--- config.mk ---
export PLATFORM = sky130hd
export DESIGN_NAME = motion_mask
export DESIGN_NICKNAME = d
export VERILOG_FILES = /design/src/rtl/mmask_pkg.sv /design/src/rtl/mmask_ctrl.sv /design/src/rtl/mmask_datapath.sv /design/src/rtl/motion_mask.sv
export SDC_FILE = /design/constraint.sdc
export NUM_CORES = 1
export LEC_CHECK = 0
export ABC_AREA = 1
export BUFFER_PORTS_ARGS = -buffer_cell sky130_fd_sc_hd__buf_2
export CAP_MARGIN = 25
export CORE_MARGIN = 2
export CORE_UTILIZATION = 45
export CTS_BUF_LIST = sky130_fd_sc_hd__clkbuf_4
export CTS_CLUSTER_DIAMETER = 60
export DETAILED_ROUTE_END_ITERATION = 16
export PLACE_DENSITY = 0.71
export SYNTH_ARGS = -nofsm -noshare
export SYNTH_HDL_FRONTEND = slang
export SYNTH_SLANG_ARGS = --single-unit
--- constraint.sdc ---
create_clock -name clk -period 3.4 [get_ports clk]
set_input_delay 0.68 -clock clk [delete_from_list [all_inputs] [get_ports clk]]
set_output_delay 0.68 -clock clk [all_outputs]
set_load 0.005 [all_outputs]
--- src/rtl/mmask_pkg.sv ---
package mmask_pkg;

  localparam int CH_W           = 8;
  localparam int NCH            = 3;
  localparam int LUMA_LAT       = 3;
  localparam int PREV_GAP       = 1;
  localparam int MASK_LAT       = LUMA_LAT + PREV_GAP + 1;
  localparam int DEFAULT_THRESH = 40;

  typedef struct packed {
    logic vsync;
    logic href;
    logic en;
  } syncT;

  // Per-stage load strobes from the control to the datapath
  typedef struct packed {
    logic ldExp;
    logic ldProd;
    logic ldSum;
    logic ldHold;
    logic ldMask;
  } stageStrobeT;

endpackage

--- src/rtl/mmask_ctrl.sv ---
module mmask_ctrl
  import mmask_pkg::*;
(
  input  logic        clk,
  input  logic        rstN,
  input  syncT        syncIn,
  output stageStrobeT stb,
  output syncT        lumaSync,
  output syncT        maskSync
);

  syncT [MASK_LAT-1:0] dly;

  always_ff @(posedge clk or negedge rstN) begin
    if (!rstN) dly <= '0;
    else       dly <= {dly[MASK_LAT-2:0], syncIn};
  end

  // Each stage loads when the pixel it is about to take is enabled
  always_comb begin
    stb.ldExp  = syncIn.en;
    stb.ldProd = dly[0].en;
    stb.ldSum  = dly[1].en;
    stb.ldHold = dly[LUMA_LAT-1].en;
    stb.ldMask = dly[LUMA_LAT].en;
  end

  assign lumaSync = dly[LUMA_LAT-1];
  assign maskSync = dly[MASK_LAT-1];

endmodule

--- src/rtl/mmask_datapath.sv ---
module mmask_datapath
  import mmask_pkg::*;
#(
  parameter int KR     = 77,
  parameter int KG     = 150,
  parameter int KB     = 29,
  parameter int KSHIFT = 8
)(
  input  logic            clk,
  input  logic            rstN,
  input  stageStrobeT     stb,
  input  logic [15:0]     pixIn,
  input  logic [CH_W-1:0] prevLuma,
  input  logic [CH_W-1:0] thresh,
  output logic [CH_W-1:0] lumaCur,
  output logic            maskBit
);

  localparam int PROD_W = CH_W + 8;
  localparam int SUM_W  = PROD_W + 2;

  logic [NCH-1:0][CH_W-1:0]   expRgb;
  logic [NCH-1:0][CH_W-1:0]   rgbQ;
  logic [NCH-1:0][PROD_W-1:0] prodBus;
  logic [SUM_W-1:0]           sumWide;
  logic [CH_W-1:0]            lumaQ;
  logic [CH_W-1:0]            holdQ;
  logic [CH_W-1:0]            absDiff;
  logic                       maskQ;

  // Stage 1: widen each field by repeating its top bits
  always_comb begin
    expRgb[0] = {pixIn[15:11], pixIn[15:13]};
    expRgb[1] = {pixIn[10:5],  pixIn[10:9]};
    expRgb[2] = {pixIn[4:0],   pixIn[4:2]};
  end

  always_ff @(posedge clk or negedge rstN) begin
    if (!rstN)          rgbQ <= '0;
    else if (stb.ldExp) rgbQ <= expRgb;
  end

  // Stage 2: one weighted product per channel
  generate
    for (genvar c = 0; c < NCH; c++) begin : g_prod
      localparam int K = (c == 0) ? KR : ((c == 1) ? KG : KB);
      localparam logic [PROD_W-1:0] KV = PROD_W'(K);
      logic [PROD_W-1:0] prodQ;
      always_ff @(posedge clk or negedge rstN) begin
        if (!rstN)           prodQ <= '0;
        else if (stb.ldProd) prodQ <= KV * PROD_W'(rgbQ[c]);
      end
      assign prodBus[c] = prodQ;
    end
  endgenerate

  // Stage 3: sum and scale
  assign sumWide = SUM_W'(prodBus[0]) + SUM_W'(prodBus[1]) + SUM_W'(prodBus[2]);

  always_ff @(posedge clk or negedge rstN) begin
    if (!rstN)          lumaQ <= '0;
    else if (stb.ldSum) lumaQ <= CH_W'(sumWide >> KSHIFT);
  end

  // Hold the exported luma one cycle until the stored value returns
  always_ff @(posedge clk or negedge rstN) begin
    if (!rstN)           holdQ <= '0;
    else if (stb.ldHold) holdQ <= lumaQ;
  end

  assign absDiff = (holdQ >= prevLuma) ? (holdQ - prevLuma) : (prevLuma - holdQ);

  always_ff @(posedge clk or negedge rstN) begin
    if (!rstN)           maskQ <= 1'b0;
    else if (stb.ldMask) maskQ <= (absDiff > thresh);
  end

  assign lumaCur = lumaQ;
  assign maskBit = maskQ;

endmodule

--- src/rtl/motion_mask.sv ---
module motion_mask
  import mmask_pkg::*;
#(
  parameter int KR     = 77,
  parameter int KG     = 150,
  parameter int KB     = 29,
  parameter int KSHIFT = 8
)(
  input  logic        clk,
  input  logic        rstN,
  input  logic [15:0] pixIn,
  input  logic        vsyncIn,
  input  logic        hrefIn,
  input  logic        enIn,
  input  logic [7:0]  thresh,
  input  logic [7:0]  prevLuma,
  output logic [7:0]  lumaOut,
  output logic        lumaVsync,
  output logic        lumaHref,
  output logic        lumaEn,
  output logic        maskBit,
  output logic        maskVsync,
  output logic        maskHref,
  output logic        maskEn
);

  syncT        syncIn;
  syncT        lumaSync;
  syncT        maskSync;
  stageStrobeT stb;

  assign syncIn = '{vsync: vsyncIn, href: hrefIn, en: enIn};

  mmask_ctrl u_ctrl (
    .clk      (clk),
    .rstN     (rstN),
    .syncIn   (syncIn),
    .stb      (stb),
    .lumaSync (lumaSync),
    .maskSync (maskSync)
  );

  mmask_datapath #(
    .KR     (KR),
    .KG     (KG),
    .KB     (KB),
    .KSHIFT (KSHIFT)
  ) u_dp (
    .clk      (clk),
    .rstN     (rstN),
    .stb      (stb),
    .pixIn    (pixIn),
    .prevLuma (prevLuma),
    .thresh   (thresh),
    .lumaCur  (lumaOut),
    .maskBit  (maskBit)
  );

  assign lumaVsync = lumaSync.vsync;
  assign lumaHref  = lumaSync.href;
  assign lumaEn    = lumaSync.en;
  assign maskVsync = maskSync.vsync;
  assign maskHref  = maskSync.href;
  assign maskEn    = maskSync.en;

endmodule

==> results.rst <==
.. list-table::
   :header-rows: 1

   * - Metric
     - Value
   * - Outcome
     - completed
   * - Syn Std Cell Area
     - roughly 8000 µm²
   * - Die Height
     - about 140 µm
   * - Number of placement rows
     - 49
   * - Crit Path Max Fanout
     - 5
   * - Antenna violations before repair
     - 0
   * - Buffer type at the clock tree root
     - clkbuf_4
   * - Count of flip-flops with a built-in enable after synthesis
     - 0
   * - Hold WC Path Type
     - input pin to asynchronous set/reset pin
   * - Net count of the mapped netlist
     - 1240
   * - Maximum number of pins on one net before global-route repair
     - 54
   * - Number of H-tree levels
     - 3
   * - Gate count after technology mapping
     - 1030
   * - Global-route wire length before repair
     - 29.4 mm
   * - Overflow after GRT
     - 0
   * - Worst Clk Skew
     - between 0.02 and 0.025 ns
   * - Maxcap violations
     - 0
   * - Max frequency
     - 310 MHz
   * - Starting utilization of the core area
     - about 46%
   * - Number of buffers added to fix hold violations after cts
     - 0
   * - Critical R2R Capture
     - u_dp.g_prod[1].prodQ[11]$_DFFE_PN0P_
   * - Count of clock tree sinks
     - between 90 and 100
   * - CP Data Arrival Time
     - approximately 3.6 ns
   * - Mapped Avg Cell Area
     - between 7 and 8 µm²
   * - DIE AREA
     - 19300 µm²
   * - Max-Slew Margin vs Limit
     - 46.9%
   * - Final count of negative-setup-slack endpoints
     - 0
   * - Pwr Density
     - 874 nW/µm²
   * - Clock-pin slew reported for the worst setup and hold paths after clock tree synthesis
     - around 0.17 ns
   * - Total of warnings raised by yosys
     - 0
   * - Tot Pwr
     - 7.79 mW
   * - Total negative slack for setup checks
     - 0 ns
   * - Total DRC errors in the routed layout
     - 0
   * - Placer congestion estimate
     - between 0.9 and 1
   * - Number of max-slew violations in the final report
     - 0
   * - Fraction of registers with async set or reset after synthesis
     - 100%
   * - Unrepaired setup endpoints after global routing
     - false
   * - Die X-Extent
     - approximately 140 µm
   * - Average wire length per cell after detail routing
     - 12.8 µm
   * - Share of post-route cells with drive strength above 1
     - 10.2%
   * - Number of distinct library cells after synthesis
     - 34
   * - Final #Nets
     - 1298
   * - Top-level port count
     - 52
   * - Wire length reported by the detailed router
     - between 15 and 20 mm
   * - Ant diodes
     - 0
   * - Fin crit share
     - a little over nine tenths
   * - Worst-Margin Slew
     - 0.795 ns
   * - Maximum clock insertion buffer count
     - 2
   * - Iteration count of the initial detailed-routing pass
     - 5
   * - Num CTS Buffers
     - 9
   * - Crit path launch
     - u_dp.rgbQ[12]$_DFFE_PN0P_
   * - Number of global-route vias before repair
     - 6376
   * - GRT Total Usage
     - 18.3%
   * - Via count
     - around 6500
   * - Number of buffers inserted by port buffering
     - 51
   * - Required time reported for the critical path endpoint
     - 3.74 ns
   * - Startpoint-to-endpoint class of the critical path
     - register to register
   * - #FFs+latches synth
     - 91
   * - Reg2reg start
     - u_dp.rgbQ[12]$_DFFE_PN0P_
   * - Final Hold Vio Count
     - 0
   * - Area grow syn2layout
     - 9.08%
   * - Core Area
     - 17900 µm²
   * - Starting DRC count in detailed routing
     - just over 200
   * - Antenna Violating Nets Remaining
     - 0
   * - Leak pwr
     - 4.99 nW
   * - Clock tree from TritonCTS
     - yes
   * - Placed wire-length estimate
     - 14.0 mm
   * - Depth of the most critical reg-to-reg path
     - 11
   * - Portion of the post-synthesis area used by sequential elements
     - 27.9%
   * - Endpoint class of the critical path
     - register
   * - Flop-to-flop setup slack
     - roughly 0.18 ns
   * - Kind of launch point of the worst setup path
     - register
   * - Clock insertion delay at the later pin of the skew report
     - roughly 0.48 ns
   * - Most used DFF post-synth
     - dfrtp_1
   * - Worst setup path endpoint
     - u_dp.g_prod[1].prodQ[11]$_DFFE_PN0P_
   * - IR Drop Worst-Case VDD
     - a little over 400 µV
   * - Min cycle time layout
     - roughly 3.2 ns
   * - Via density
     - just under 5
## layout by cell type (no fill, tap or decap), types with 2 or more instances in the layout
| cell | n |
|---|---|
| o21ai_2 | 2 |
| a21oi_2 | 4 |
| inv_8 | 2 |
| nand2_4 | 2 |
| o21bai_1 | 4 |
| a21o_1 | 2 |
| nor3_2 | 2 |
| o21a_1 | 4 |
| buf_2 | 50 |
| inv_1 | 159 |
| mux2_2 | 8 |
| o21bai_4 | 2 |
| nand2_1 | 296 |
| o21ai_0 | 40 |
| o21ai_1 | 14 |
| or2_1 | 5 |
| xor2_1 | 11 |
| and2_1 | 2 |
| dfrtp_1 | 90 |
| xnor2_1 | 8 |
| clkinvlp_4 | 2 |
| a21oi_1 | 42 |
| buf_4 | 11 |
| nor2_2 | 2 |
| inv_2 | 6 |
| fa_1 | 39 |
| clkbuf_4 | 9 |
| nand3_1 | 61 |
| ha_1 | 133 |
| nand4_1 | 14 |
| a31oi_1 | 4 |
| nor2_1 | 53 |
## critical path, stage by stage, from the launching register on
cell and delay [ns]:
dfrtp_1 0.47, ha_1 0.30, ha_1 0.30, fa_1 0.57, fa_1 0.42, ha_1 0.39, a21oi_2 0.20, nor2_1 0.05
nor2_1 0.08, nand2_1 0.09, xnor2_1 0.15, o21ai_1 0.07
## kinds of logic after synthesis
| kind of cell | Yosys count | synth area share, % |
|---|---|---|
| AOI/OAI and AO/OA | 118 | 8.11 |
| xor gates and xnor gates | 19 | 2.04 |
| muxes | 8 | 1.10 |
| DFF | 91 | 27.9 |
| buffers and inverters | 181 | 8.53 |
| and+or+nand+nor | 440 | 22.3 |
| adders and majority gates | 173 | 30.1 |
## layout make-up
cell class                 count  area [µm²]
fill                        1767        8990
multi-input combinational    758        5220
sequential                    91        2280
inverter                     166         626
timing repair buffer          62         353
tap                          229         287
clock inverter                 7        85.1
clock buffer                   9        67.6
## state kept, by name, indices dropped and copies added, names as in the netlist
register,count
u_ctrl.dly,6
u_ctrl.stb,3
u_dp.rgbQ,16
u_ctrl.maskSync,3
u_dp.maskBit,1
u_dp.holdQ,8
u_dp.lumaCur,8
u_ctrl.lumaSync,3
u_dp.g_prod.prodQ,43
## repair_timing
item,CTS,global route
setup endpoints to repair,0,8
setup buffers,0,0
resized for setup,0,6
## stage by stage
stage	utilization, %	setup slack, ns	cell area [µm²]	hold slack, ns	instances
finish	49.8	0.177	8920	0.231	1322
CTS	49.7	0.0755	8890	0.222	1322
global route	49.8	0.00813	8920	0.269	1322
detailed placement	48.8	0.130	8740	0.335	1306
floorplan	-	0.256	8170	0.331	1030
global placement	48.8	0.178	8740	0.332	1306
## synthesized netlist by cell type (4+ instances only)
| cell type | number | area [µm²] |
|---|---|---|
| ha_1 | 134 | 1680 |
| o21bai_1 | 4 | 30.0 |
| a31oi_1 | 4 | 25.0 |
| xnor2_1 | 8 | 70.1 |
| or2_1 | 5 | 31.3 |
| inv_2 | 6 | 22.5 |
| dfrtp_1 | 91 | 2280 |
| nand4_1 | 14 | 87.6 |
| o21ai_0 | 41 | 205 |
| xor2_1 | 11 | 96.3 |
| fa_1 | 39 | 781 |
| inv_1 | 159 | 597 |
| a21oi_1 | 44 | 220 |
| nand3_1 | 61 | 305 |
| nand2_1 | 296 | 1110 |
| o21a_1 | 4 | 30.0 |
| buf_2 | 6 | 30.0 |
| nor2_1 | 53 | 199 |
| o21ai_1 | 13 | 65.1 |
| mux2_2 | 8 | 90.1 |
| clkbuf_1 | 8 | 30.0 |
## power by group
part	total, mW	internal (mW)	switching, mW
sequential	1.69	1.40	0.283
combinational	5.45	2.12	3.34
clock	0.653	0.238	0.415
total	7.79	3.76	4.04
## worst min-delay path by stage
stage | slack (ns) | cells past startpoint | start | to
2_1_floorplan | 0.33 | 0 | u_ctrl.dly[1]$_DFF_PN0_ | u_ctrl.dly[4]$_DFF_PN0_
3_3_place_gp | 0.33 | 0 | u_ctrl.dly[1]$_DFF_PN0_ | u_ctrl.dly[4]$_DFF_PN0_
3_5_place_dp | 0.33 | 0 | u_ctrl.dly[1]$_DFF_PN0_ | u_ctrl.dly[4]$_DFF_PN0_
4_1_cts | 0.22 | 1 | rstN | u_dp.rgbQ[11]$_DFFE_PN0P_
5_1_grt | 0.27 | 1 | rstN | u_dp.rgbQ[11]$_DFFE_PN0P_
6_report | 0.23 | 1 | rstN | u_dp.rgbQ[3]$_DFFE_PN0P_
## layer usage
metal  part of all wire (%)  global-route usage, %  vias to the layer above
met5                      0                      0                        -
met4                    1.8                   5.53                        0
met3                    2.4                   1.97                       23
met2                     47                   31.2                       96
met1                     49                   24.5                     2984
li1                       -                      -                     3400
Note: power is estimated with default switching activity, not from simulation.
